$ cat src/rtl/dbg_ctl_pkg.sv
package dbg_ctl_pkg;
  localparam int PRIO_W = 8;

  typedef enum logic [1:0] {
    ST_RUN  = 2'd0,
    ST_HALT = 2'd1,
    ST_STEP = 2'd2
  } run_st_t;

  typedef struct packed {
    logic clr_drop;
    logic mon_step;
    logic mon_en;
    logic step_mask;
    logic step;
    logic halt;
    logic halt_en;
  } ctl_word_t;

  // lower number wins: monitor cannot preempt equal or higher levels
  function automatic logic prio_blocks(input logic act,
                                       input logic [PRIO_W-1:0] cur,
                                       input logic [PRIO_W-1:0] mon);
    return act && (cur <= mon);
  endfunction
endpackage

$ cat src/rtl/dbg_halt_fsm.sv
module dbg_halt_fsm
  import dbg_ctl_pkg::*;
(
  input  logic    clk,
  input  logic    rst_n,
  input  logic    wr,
  input  logic    w_halt_en,
  input  logic    w_halt,
  input  logic    w_step,
  input  logic    w_mask,
  input  logic    ev_any,
  input  logic    retire,
  output run_st_t st,
  output logic    halt_en_q,
  output logic    mask_q
);
  logic    en_eff;
  logic    halt_cmd;
  logic    resume_cmd;
  logic    step_cmd;
  run_st_t st_nxt;

  assign en_eff     = wr ? w_halt_en : halt_en_q;
  assign halt_cmd   = wr && w_halt;
  assign resume_cmd = wr && !w_halt;
  assign step_cmd   = wr && w_halt && w_step;

  always_comb begin
    st_nxt = st;
    if (!en_eff) begin
      st_nxt = ST_RUN;
    end else begin
      unique case (st)
        ST_RUN:  if (halt_cmd || ev_any) st_nxt = ST_HALT;
        ST_HALT: if (resume_cmd) st_nxt = ST_RUN;
                 else if (step_cmd) st_nxt = ST_STEP;
        ST_STEP: if (resume_cmd) st_nxt = ST_RUN;
                 else if (retire || ev_any) st_nxt = ST_HALT;
        default: st_nxt = ST_RUN;
      endcase
    end
  end

  always_ff @(posedge clk or negedge rst_n) begin
    if (!rst_n) begin
      st        <= ST_RUN;
      halt_en_q <= 1'b0;
      mask_q    <= 1'b0;
    end else begin
      st <= st_nxt;
      if (wr) begin
        halt_en_q <= w_halt_en;
        mask_q    <= w_mask;
      end
    end
  end

  AST_HALT_NEEDS_EN: assert property (@(posedge clk) disable iff (!rst_n)
    (st != ST_RUN) |-> halt_en_q);

  AST_HALT_HOLDS: assert property (@(posedge clk) disable iff (!rst_n)
    (st == ST_HALT && !wr) |=> (st == ST_HALT));

  AST_STEP_ONE_RETIRE: assert property (@(posedge clk) disable iff (!rst_n)
    (st == ST_STEP && retire && !wr) |=> (st == ST_HALT));
endmodule

$ cat src/rtl/dbg_mon_gate.sv
module dbg_mon_gate
  import dbg_ctl_pkg::*;
#(
  parameter int EXC_NUM = 12,
  parameter int EXC_W   = 9
) (
  input  logic              clk,
  input  logic              rst_n,
  input  logic              wr,
  input  logic              w_mon_en,
  input  logic              w_mon_step,
  input  logic              w_clr,
  input  logic              halt_en_q,
  input  logic              ev_sw,
  input  logic              retire,
  input  logic              cur_active,
  input  logic [PRIO_W-1:0] cur_prio,
  input  logic [PRIO_W-1:0] mon_prio,
  output logic              mon_req,
  output logic [EXC_W-1:0]  mon_exc_num,
  output logic              drop_q,
  output logic              mon_blocked,
  output logic              mon_fire
);
  logic mon_en_q;
  logic mon_step_q;
  logic step_fire;

  assign mon_blocked = prio_blocks(cur_active, cur_prio, mon_prio);
  assign mon_fire    = !halt_en_q && mon_en_q && ev_sw;
  assign step_fire   = !halt_en_q && mon_en_q && mon_step_q && retire;
  assign mon_exc_num = mon_req ? EXC_W'(EXC_NUM) : '0;

  always_ff @(posedge clk or negedge rst_n) begin
    if (!rst_n) begin
      mon_en_q   <= 1'b0;
      mon_step_q <= 1'b0;
      mon_req    <= 1'b0;
      drop_q     <= 1'b0;
    end else begin
      if (wr) begin
        mon_en_q   <= w_mon_en;
        mon_step_q <= w_mon_step;
      end
      mon_req <= (mon_fire || step_fire) && !mon_blocked;
      if (mon_fire && mon_blocked)  drop_q <= 1'b1;
      else if (wr && w_clr)         drop_q <= 1'b0;
    end
  end

  AST_DROP_NO_REQ: assert property (@(posedge clk) disable iff (!rst_n)
    (mon_fire && mon_blocked) |=> (!mon_req && drop_q));

  AST_DROP_STICKY: assert property (@(posedge clk) disable iff (!rst_n)
    (drop_q && !(wr && w_clr)) |=> drop_q);

  AST_FIRE_REQ: assert property (@(posedge clk) disable iff (!rst_n)
    (mon_fire && !mon_blocked) |=> mon_req);
endmodule

$ cat src/rtl/dbg_ctl.sv
module dbg_ctl
  import dbg_ctl_pkg::*;
#(
  parameter int EXC_NUM = 12,
  parameter int EXC_W   = 9
) (
  input  logic              clk,
  input  logic              rst_n,
  input  logic              ctl_wr,
  input  logic [6:0]        ctl_wdata,
  input  logic              ev_bkpt,
  input  logic              ev_cmp,
  input  logic              ev_ext,
  input  logic              retire,
  input  logic              cur_active,
  input  logic [PRIO_W-1:0] cur_prio,
  input  logic [PRIO_W-1:0] mon_prio,
  output logic              core_run,
  output logic              tick_en,
  output logic              irq_mask,
  output logic              mon_req,
  output logic [EXC_W-1:0]  mon_exc_num,
  output logic [3:0]        stat_rdata
);
  ctl_word_t cw;
  run_st_t   st;
  logic      halt_en_q;
  logic      mask_q;
  logic      drop_q;
  logic      ev_any;
  logic      ev_sw;
  logic      halted;
  logic      stepping;
  logic      mon_blocked;
  logic      mon_fire;

  assign cw       = ctl_word_t'(ctl_wdata);
  assign ev_sw    = ev_bkpt || ev_cmp;
  assign ev_any   = ev_sw || ev_ext;
  assign halted   = (st == ST_HALT);
  assign stepping = (st == ST_STEP);

  dbg_halt_fsm u_fsm (
    .clk       (clk),
    .rst_n     (rst_n),
    .wr        (ctl_wr),
    .w_halt_en (cw.halt_en),
    .w_halt    (cw.halt),
    .w_step    (cw.step),
    .w_mask    (cw.step_mask),
    .ev_any    (ev_any),
    .retire    (retire),
    .st        (st),
    .halt_en_q (halt_en_q),
    .mask_q    (mask_q)
  );

  dbg_mon_gate #(.EXC_NUM(EXC_NUM), .EXC_W(EXC_W)) u_mon (
    .clk         (clk),
    .rst_n       (rst_n),
    .wr          (ctl_wr),
    .w_mon_en    (cw.mon_en),
    .w_mon_step  (cw.mon_step),
    .w_clr       (cw.clr_drop),
    .halt_en_q   (halt_en_q),
    .ev_sw       (ev_sw),
    .retire      (retire),
    .cur_active  (cur_active),
    .cur_prio    (cur_prio),
    .mon_prio    (mon_prio),
    .mon_req     (mon_req),
    .mon_exc_num (mon_exc_num),
    .drop_q      (drop_q),
    .mon_blocked (mon_blocked),
    .mon_fire    (mon_fire)
  );

  assign core_run   = !halted;
  assign tick_en    = !halted && !stepping;
  assign irq_mask   = stepping && mask_q;
  assign stat_rdata = {halt_en_q, drop_q, stepping, halted};

  AST_MON_ONLY_UNHALTED: assert property (@(posedge clk) disable iff (!rst_n)
    mon_req |-> $past(!halt_en_q));

  AST_TICK_FROZEN: assert property (@(posedge clk) disable iff (!rst_n)
    !core_run |-> !tick_en);
endmodule

$ cat config.mk
export PLATFORM = sky130hd
export DESIGN_NAME = dbg_ctl
export DESIGN_NICKNAME = d
export VERILOG_FILES = /design/src/rtl/dbg_ctl_pkg.sv /design/src/rtl/dbg_halt_fsm.sv /design/src/rtl/dbg_mon_gate.sv /design/src/rtl/dbg_ctl.sv
export SDC_FILE = /design/constraint.sdc
export NUM_CORES = 1
export LEC_CHECK = 0
export BUFFER_PORTS_ARGS = -buffer_cell sky130_fd_sc_hd__buf_2
export CORE_ASPECT_RATIO = 1.1
export CORE_UTILIZATION = 35
export DETAILED_ROUTE_END_ITERATION = 8
export GPL_TIMING_DRIVEN = 1
export PLACE_DENSITY_LB_ADDON = 0.3
export SETUP_SLACK_MARGIN = 0.15
export SLEW_MARGIN = 40
export SYNTH_ARGS = -nofsm -noshare
export SYNTH_HDL_FRONTEND = slang
export SYNTH_SLANG_ARGS = --single-unit
$ cat constraint.sdc
create_clock -name clk -period 4.77 [get_ports clk]
set_input_delay 0.477 -clock clk [delete_from_list [all_inputs] [get_ports clk]]
set_output_delay 0.477 -clock clk [all_outputs]
set_load 0.01 [all_outputs]
After elaboration in Yosys (flattened, before gate mapping)

Index checks and enable logic that the tools add are counted.

Register bits after elaboration: 8
Bits of input ports: 31
Output and inout port bits: 17
Logic and storage cells: 50

$lt $le $gt $ge: 1
Equality and inequality tests: 5
Multiplexer cells: 11
Reduce and logical (&&, ||, !) cells: 26

Operators with widths:

| operator           | number |
|---|---|
| $logic_and 1x1->1  | 13 |
| $mux 2             | 6 |
| $le 8x8->1         | 1 |
| $ne 4x4->1 const B | 2 |
| $pmux 2 s3         | 1 |
| $logic_not 1->1    | 5 |
| $logic_or 1x1->1   | 5 |
| $mux 4             | 1 |
| $mux 1             | 3 |
| $ne 3x3->1 const B | 1 |
| $reduce_and 3->1   | 1 |
| $eq 2x1->1 const B | 1 |
| $eq 2x2->1 const B | 1 |
| $logic_not 2->1    | 1 |
| $reduce_bool 2->1  | 1 |

Logic depth before layout (Yosys ltp)

Gate-level depths: netlist (run 1).

Depth in word-level cells: 7
Depth in mapped cells: 6
Depth with buffers taken out: 6

Modules after synthesis

Synthesis (run 1) repeated with hierarchy kept, for this count alone.

Cells, all modules: 87
Area total of the unflattened synthesis: 805.8 sq um

By module, submodules not included:

| module       | times used | cells an instance | area each (sq um) |
|---|---|---|---|
| dbg_mon_gate | 1          | 54                | 489.2 |
| dbg_halt_fsm | 1          | 20                | 219.0 |
| dbg_ctl      | 1          | 13                | 97.6 |

Worst setup path after synthesis (run 1)

Ideal clock, no wire load.

Kind: reg2reg
Start point: reg u_fsm.st[0]
End point: reg u_fsm.st[0]
Setup time: 0.128 ns
Data arrival time: 1.517 ns
Data required time: 4.642 ns
Path slack: 3.125 ns
Cell stages (with the launch flop): 7
Clock period less this slack: 1.645 ns
Cell sequence: dfrtp_1 -> inv_1 -> ha_1 -> nor2b_1 -> o21ai_1 -> o32ai_2 -> mux2_1

Longest elaborated chain between the ends: 3
Elaborated cells on any way between the ends: 9

Ends and longest elaborated chain:

| element                                                     | line               | source |
|---|---|---|
| from (decl)                                                 | dbg_halt_fsm.sv:13 | `output run_st_t st,` |
| from (signal assigned)                                      | dbg_halt_fsm.sv:50 | `st <= st_nxt;` |
| $eq 2x2->1 *                                                | n/a                |  |
| named net stepping                                          | dbg_ctl.sv:33      | `logic stepping;` |
| $ne 4x4->1 (no line) / $pmux 2 s3 (equally long branches)   | n/a                |  |
| $reduce_and 3->1 (no line) / $mux 2 (equally long branches) | n/a                |  |

The timed path passes the listed nets; every way through them passes the cells marked *.
A chain may end at the register's enable or synchronous reset.

Worst setup path in the final report (run 1)

Start point: reg u_fsm.st[0]
End point: reg u_fsm.st[0]

Longest elaborated chain between the ends: 3
Elaborated cells on any way between the ends: 9

Ends and longest elaborated chain:

| element                                                     | line               | source |
|---|---|---|
| $eq 2x2->1 (tied with other cells)                          | dbg_halt_fsm.sv:33 | `unique case (st)` |
| $ne 4x4->1 (no line) (tied with other cells)                | n/a                |  |
| $reduce_and 3->1 (no line) / $mux 2 (equally long branches) | n/a                |  |

Several ways; a longest one is shown, not always the timed one.

==> results.cfg, run 1 <==
[setup_path]
crit_family = compound AO/OA/AOI/OAI gates
cp_max_fo = 4
r2r_setup_slack_ns = 3.01
rr_startpoint = u_fsm.st[0]$_DFFE_PN0P_
timing.rr.end = u_fsm.st[0]$_DFFE_PN0P_
r2r_cells = 6
slowest_delay_ns = 0.40
cp_slowest_cell = dfrtp_1
crit_chain = inv_1 -> ha_1 -> nor2b_1 -> o21ai_1 -> o32ai_2 -> mux2_1
crit_buf_inv = 1
cp-endpoint = u_fsm.st[0]$_DFFE_PN0P_
path_class = reg -> reg
endpoint_kind = register
path_depth = 6
arrival_ns = 1.90
crit_required_ns = 4.90
start_kind = register
crit_start = u_fsm.st[0]$_DFFE_PN0P_

[route]
ant_nets = 0
routed-via-count = 709
viasPerCell = 4.57
first_iter_violations = 4
dr.pass1.iters = 4
drc = 0
wl_per_cell_um = 9.88
routed_wl_um = 1530

[floorplanning]
core_area_mm2 = 0.00211
die_w_um = 48.0
die_h_um = 52.6
std_cell_rows = 17
dieArea_mm2 = 0.00253
start_util_pct = 38.7
ios = 48

[sta]
post-route-min-period_ns = 1.76
fin_crit_sh_pct = 37.0
finalSetupViolCount = 0
tns_ns = 0
rsz0062_at_grt = false
hold_ws_ns = 0.0602
timing_hold_violations_final = 0
fmax_mhz = 567
worst_clock_skew_ns = 0.00503
slew_violations = 0

[pwr]
power_mw = 0.225
switching_share_pct = 33.5
p_leak_nw = 0.567
peakVddDrop_v = 0.000180
seqPwrFrac_pct = 36.8
netSwitchingPower_mw = 0.0753
clkPwrFrac_pct = 22.4
powerDensity_mw_per_mm2 = 227
p_int_mw = 0.149
p_comb_share_pct = 40.8

[layout]
antennaDiodeCount = 0
nets = 172
area_delta_synth_final_pct = 21.0
instances_no_fill = 155
multi_input_area_um2 = 473
nFillCells = 206
seq_area_um2 = 200
drive_gt1_share_pct = 39.4

[global_routing]
grt_pass1_wl_um = 2550
grt_overflow_total = 0
track_usage_pct = 14.3
antenna_found_initial = 0
grt_pass1_vias = 688
grt_max_degree = 10

[clock_tree]
clkTransAtPathRegs_ns = 0.05
cts.htree.levels = 1
post_cts_buffers = 0
cts_tree = done
clkLatencyLatePin_ns = 0.25
cts_buffer_depth = 2
cts_buffers = 3
cts_root_buf = clkbuf_4
post_cts_resized = 0
clock-sinks = 8
hold_buffers = 0

[yosys]
synth_area_um2 = 816
synth-async-reset-ratio_pct = 100
post_synth.cell_area_avg_um2 = 8.87
netlist_instances = 92
yosys.cell_types.count = 31
ys_seq_area_share_pct = 24.5
synth_ff_type = dfrtp_1
ys_warn_count = 0
synth.ff_latch_count = 8
synth_edf_count = 0

[worst_hold_path]
min_path_type = in -> async

[job]
drv_cap = 0

[place]
dp.cells = 152
dp_hpwl_um = 1380
gp_congestion = 0.815
io_buffers = 40

[run_status]
status = complete, no violations
[power groups by stage]
stage	Combinational [mW]	Sequential (mW)	Clock, mW
after global routing	0.105	0.0838	0.0572
after detailed placement	0.0929	0.0839	0
final	0.0917	0.0826	0.0503
after floorplan	0.0708	0.0832	0
after global placement	0.0898	0.0833	0
after CTS	0.0933	0.0827	0.0520
[layer usage]
layer | share of wire, % | vias to the layer above | global-route usage [%]
met5 | 0 | - | 0
met4 | 0.65 | 0 | 1.39
met3 | 6.3 | 2 | 5.17
met2 | 53 | 25 | 27.9
met1 | 40 | 322 | 14.0
li1 | - | 360 | -
[placed cells by master, fill, tap and decap left out, drive strengths merged, types with 4 or more instances in the layout]
cell type	Yosys	routed
mux2	4	4
inv	15	15
nand2	5	5
conb	1	7
buf	14	40
a21oi	7	7
dfrtp	8	8
ha	12	12
[logic make-up after synthesis]
family / after synthesis / synth area share (%)
flops: 8 / 24.5
mux: 5 / 6.75
simple gates: 21 / 15.3
compound gates: 16 / 14.3
other cells: 1 / 0.460
fa+ha+maj: 12 / 18.4
buf+inv: 29 / 20.2
[cell type report]
type,instances,area share (%)
inverter,15,5.70
sequential,8,20.3
tap,28,3.55
clock buffer,3,2.28
timing repair buffer,40,20.3
multi-input combinational,61,47.9
[Yosys cell counts, types with 2 or more instances]
| cell | count | area [um^2] |
|---|---|---|
| inv_1 | 15 | 56.3 |
| ha_1 | 12 | 150 |
| dfrtp_1 | 8 | 200 |
| nor3_1 | 3 | 15.0 |
| mux2_2 | 3 | 33.8 |
| a21oi_1 | 6 | 30.0 |
| buf_4 | 13 | 97.6 |
| nor2b_1 | 2 | 12.5 |
| nand4_1 | 2 | 12.5 |
| nand2_1 | 5 | 18.8 |
| nor2_1 | 3 | 11.3 |
[through the flow]
stage / instance area, um^2 / utilization, % / setup WS [ns]
after floorplan: 838 / - / 3.13
after global placement: 965 / 45.8 / 3.05
after detailed placement: 965 / 45.8 / 2.99
after CTS: 987 / 46.9 / 2.98
after global routing: 987 / 46.9 / 2.83
final: 987 / 46.9 / 3.01
[state kept, by name, indices dropped and copies added (netlist names)]
| name | cells |
|---|---|
| u_fsm.halt_en_q | 1 |
| u_fsm.mask_q | 1 |
| u_mon.mon_en_q | 1 |
| u_mon.drop_q | 1 |
| u_fsm.st | 2 |
| u_mon.mon_step_q | 1 |
| u_mon.mon_req | 1 |
[worst reg2reg max path: stages, from the launching register on]
cell,delay [ns]
dfrtp_1,0.40
inv_1,0.09
ha_1,0.20
nor2b_1,0.19
o21ai_1,0.09
o32ai_2,0.33
mux2_1,0.35
[how the worst min path moves through the flow]
stage | startpoint | endpoint | slack [ns] | cells after the start
final | rst_n | u_fsm.st[0]$_DFFE_PN0P_ | 0.06 | 1
after detailed placement | rst_n | u_fsm.st[1]$_DFFE_PN0P_ | 0.33 | 1
after global placement | rst_n | u_fsm.st[1]$_DFFE_PN0P_ | 0.33 | 1
after floorplan | rst_n | u_fsm.halt_en_q$_DFF_PN0_ | 0.18 | 0
after global routing | rst_n | u_fsm.halt_en_q$_DFF_PN0_ | 0.06 | 1
after CTS | rst_n | u_fsm.st[1]$_DFFE_PN0P_ | 0.06 | 1
Power figures use the tool's default switching activity.
==> run 2: changes to the inputs <==
Clock period 4.77 ns to 1.5 ns, I/O delays scaled along.
==> results.cfg, run 2 (synthesis gave the netlist of run 1 again) <==
[route]
drc = 0
first_iter_violations = 6
wl_per_cell_um = 10.7
routed-via-count = 736
routed_wl_um = 1730
dr.pass1.iters = 4
viasPerCell = 4.54
ant_nets = 0

[floorplanning]
die_h_um = 52.6
ios = 48
std_cell_rows = 17
dieArea_mm2 = 0.00253
die_w_um = 48.0
start_util_pct = 38.7
core_area_mm2 = 0.00211

[clock_tree]
cts_buffer_depth = 2
clock-sinks = 8
cts_root_buf = clkbuf_4
cts_tree = done
clkTransAtPathRegs_ns = 0.06
cts.htree.levels = 1
clkLatencyLatePin_ns = 0.26
cts_buffers = 3

[sta]
fin_crit_sh_pct = 105
post-route-min-period_ns = 1.58
finalSetupViolCount = 2
tns_ns = -0.112
timing_hold_violations_final = 0
fin_ws_ns = -0.0750
worst_clock_skew_ns = 0.00343
slew_violations = 0
rsz0062_at_grt = true
fmax_mhz = 635

[run_status]
status = finished, violations left
violations = negative setup slack

[layout]
fin_util_pct = 52.4
final_area_mm2 = 0.00110
largest-register = u_fsm.st
instances_no_fill = 162
drive_gt1_share_pct = 48.5
final_cell_mix = buf_2 (39), inv_1 (14), ha_1 (10)
final_common_cell = buf_2
antennaDiodeCount = 0
nFillCells = 203
largest_register_ffs = 2
area_delta_synth_final_pct = 35.3
nets = 179

[setup_path]
arrival_ns = 1.72
path_class = reg -> reg
crit_required_ns = 1.65
cp_max_fo = 2
endpoint_kind = register
start_kind = register

[global_routing]
grt_pass1_vias = 674
grt_pass1_wl_um = 2620
track_usage_pct = 15.1
grt_max_degree = 10
grt_overflow_total = 0
antenna_found_initial = 0

[pwr]
power_mw = 0.808
p_leak_nw = 0.610
powerDensity_mw_per_mm2 = 732
peakVddDrop_v = 0.000434

[place]
dp.cells = 156
gp_congestion = 0.800
io_buffers = 40
place_area_mm2 = 0.00101
dp_hpwl_um = 1400

[job]
drv_cap = 0

[worst_hold_path]
min_path_type = in -> reg
[run 2: per-stage QoR]
| stage | setup WS (ns) | hold WS [ns] |
|---|---|---|
| global route | -0.132 | 0.116 |
| detailed placement | -0.0807 | 0.00312 |
| finish | -0.0750 | 0.121 |
| CTS | -0.0678 | 0.119 |
| floorplan | -0.104 | -0.146 |
| global placement | -0.0449 | 0.00137 |
[run 2: metal layers]
metal,up-vias,track usage [%],wire (um)
met2,36,27.7,856
met1,323,14.7,709
met5,-,0,0
li1,372,-,-
met3,5,3.45,134
met4,0,8.33,34
[run 2: cell type report]
class	instances	area (um^2)	area share (%)
inverter	15	56.3	5.10
timing repair buffer	47	265	24.0
tap	28	35.0	3.17
multi-input combinational	61	524	47.5
clock buffer	3	22.5	2.04
sequential	8	200	18.1
[run 2: report_power, final]
group / internal (mW) / switching, mW / total (mW) / leakage [nW]
Sequential: 0.243 / 0.0191 / 0.262 / 0.100
Clock: 0.0920 / 0.0797 / 0.172 / 0.0138
Combinational: 0.195 / 0.179 / 0.374 / 0.496
[run 2: worst paths after layout]
kind	endpoint	slack, ns	start	depth (start not counted)
worst min-delay path	u_mon.mon_en_q$_DFFE_PN0P_	0.12	ctl_wdata[4]	2
min in group asynchronous	u_fsm.st[1]$_DFFE_PN0P_	0.27	rst_n	2
worst min register to register	u_mon.mon_step_q$_DFFE_PN0P_	0.51	u_mon.mon_step_q$_DFFE_PN0P_	1
max in group asynchronous	u_mon.mon_req$_DFF_PN0_	1.06	rst_n	2
worst max register to register	u_fsm.st[0]$_DFFE_PN0P_	-0.08	u_fsm.st[0]$_DFFE_PN0P_	6
worst max-delay path	u_fsm.st[0]$_DFFE_PN0P_	-0.08	u_fsm.st[0]$_DFFE_PN0P_	6
[run 2: worst max-delay path: stages (launching register included)]
cell and delay [ns]:
dfrtp_1 0.38, inv_2 0.08, ha_4 0.13, nor2b_4 0.16, a21oi_2 0.07, o32ai_2 0.31
mux2_4 0.33
[run 2: what timing repair did]
action / in CTS / in global routing
gates resized for setup: 5 / 4
endpoints found under the hold margin: 8 / 0
setup endpoints to repair: 6 / 7
buffers inserted: 1 / 1
hold buffers: 1 / 0
pin swaps: 1 / 1
==> run 3: changes to the inputs <==
==> constraint.sdc (replaced) <==
create_clock -name clk -period 1.5 [get_ports clk]
set_input_delay 0 -clock clk [delete_from_list [all_inputs] [get_ports clk]]
set_output_delay 0 -clock clk [all_outputs]
set_load 0.01 [all_outputs]
==> results.cfg, run 3 (synthesis gave the netlist of run 1 again) <==
[layout]
area_delta_synth_final_pct = 35.0
largest_register_ffs = 2
final_cell_mix = buf_2 (40), inv_1 (14), ha_1 (11)
fin_util_pct = 52.3
nFillCells = 196
instances_no_fill = 164
drive_gt1_share_pct = 45.6
final_common_cell = buf_2
nets = 181
antennaDiodeCount = 0
largest-register = u_fsm.st

[floorplanning]
ios = 48
core_area_mm2 = 0.00211
std_cell_rows = 17
die_h_um = 52.6
dieArea_mm2 = 0.00253
die_w_um = 48.0
start_util_pct = 38.7

[global_routing]
grt_pass1_vias = 679
track_usage_pct = 15.2
antenna_found_initial = 0
grt_max_degree = 10
grt_overflow_total = 0
grt_pass1_wl_um = 2630

[sta]
fin_crit_sh_pct = 105
fmax_mhz = 635
worst_clock_skew_ns = 0.00307
tns_ns = -0.112
hold_ws_ns = 0.0123
timing_hold_violations_final = 0
post-route-min-period_ns = 1.58
finalSetupViolCount = 2
fin_ws_ns = -0.0750
rsz0062_at_grt = true
slew_violations = 0

[clock_tree]
cts_root_buf = clkbuf_4
cts.htree.levels = 1
cts_buffer_depth = 2
cts_buffers = 3
clkLatencyLatePin_ns = 0.26
clock-sinks = 8
cts_tree = done
clkTransAtPathRegs_ns = 0.06

[setup_path]
slowest_delay_ns = 0.38
path_class = reg -> reg
r2r_cells = 6
r2r_setup_slack_ns = -0.08
endpoint_kind = register
crit_family = flip-flops
crit_chain = inv_2 -> ha_4 -> nor2b_4 -> a21oi_2 -> o32ai_2 -> mux2_4
start_kind = register
crit_required_ns = 1.65
cp_max_fo = 2
path_depth = 6
crit_buf_inv = 1
arrival_ns = 1.72
cp_slowest_cell = dfrtp_1

[pwr]
powerDensity_mw_per_mm2 = 717
power_mw = 0.790
p_leak_nw = 0.613
peakVddDrop_v = 0.000445

[place]
dp.cells = 156
gp_congestion = 0.800
dp_hpwl_um = 1400
io_buffers = 40

[route]
dr.pass1.iters = 4
first_iter_violations = 8
wl_per_cell_um = 10.5
drc = 0
routed_wl_um = 1720
routed-via-count = 740
viasPerCell = 4.51
ant_nets = 0

[worst_hold_path]
min_path_cells = 3
min_path_type = in -> reg

[job]
drv_cap = 0

[run_status]
violations = negative setup slack
status = finished, violations left
[run 3: changes by cell type in the layout (fill, tap and decap cells not counted), sizes merged]
cell         before  now
dlygate4sd3       1    4
buf              46   45
[run 3: path summary, 6_finish.rpt]
kind	start	end
max	u_fsm.st[0]$_DFFE_PN0P_	u_fsm.st[0]$_DFFE_PN0P_
min	ctl_wdata[0]	u_fsm.halt_en_q$_DFF_PN0_
max reg2reg	u_fsm.st[0]$_DFFE_PN0P_	u_fsm.st[0]$_DFFE_PN0P_
min reg2reg	u_fsm.mask_q$_DFFE_PN0P_	u_fsm.mask_q$_DFFE_PN0P_
max in group asynchronous	rst_n	u_mon.mon_req$_DFF_PN0_
min in group asynchronous	rst_n	u_fsm.st[1]$_DFFE_PN0P_
[run 3: worst reg2reg max path, cell delays in order (launching register included)]
cell,delay [ns]
dfrtp_1,0.38
inv_2,0.08
ha_4,0.13
nor2b_4,0.16
a21oi_2,0.07
o32ai_2,0.31
mux2_4,0.33
[run 3: stage by stage]
step	cell area (um^2)	setup WS (ns)
after global routing	1100	-0.132
after detailed placement	1010	-0.0807
final	1100	-0.0750
after CTS	1090	-0.0679
after global placement	1010	-0.0449
after floorplan	852	-0.104
[run 3: routing by layer]
| metal | vias to the layer above | global-route usage, % | routed length, um |
|---|---|---|---|
| met2 | 38 | 27.3 | 838 |
| li1 | 378 | - | - |
| met4 | 0 | 8.33 | 30 |
| met5 | - | 0 | 0 |
| met3 | 3 | 3.45 | 127 |
| met1 | 321 | 15.3 | 724 |
[run 3: power by group]
part / internal [mW] / switching [mW] / total (mW)
sequential: 0.243 / 0.0190 / 0.262
clock: 0.0920 / 0.0804 / 0.172
combinational: 0.184 / 0.171 / 0.355
total: 0.519 / 0.271 / 0.790
[run 3: repair_timing]
action                                  CTS  global route
endpoints found under the setup margin    3             3
endpoints found under the hold margin    11             0
pin swaps                                 1             1
resized for setup                         4             1
buffers inserted                          0             1
hold buffers                              4             0
[run 3: layout make-up]
class	instances	area [um^2]	share of cell area (%)
sequential	8	200	18.2
timing repair buffer	49	278	25.2
clock buffer	3	22.5	2.05
multi-input combinational	61	509	46.2
tap	28	35.0	3.18
inverter	15	56.3	5.11
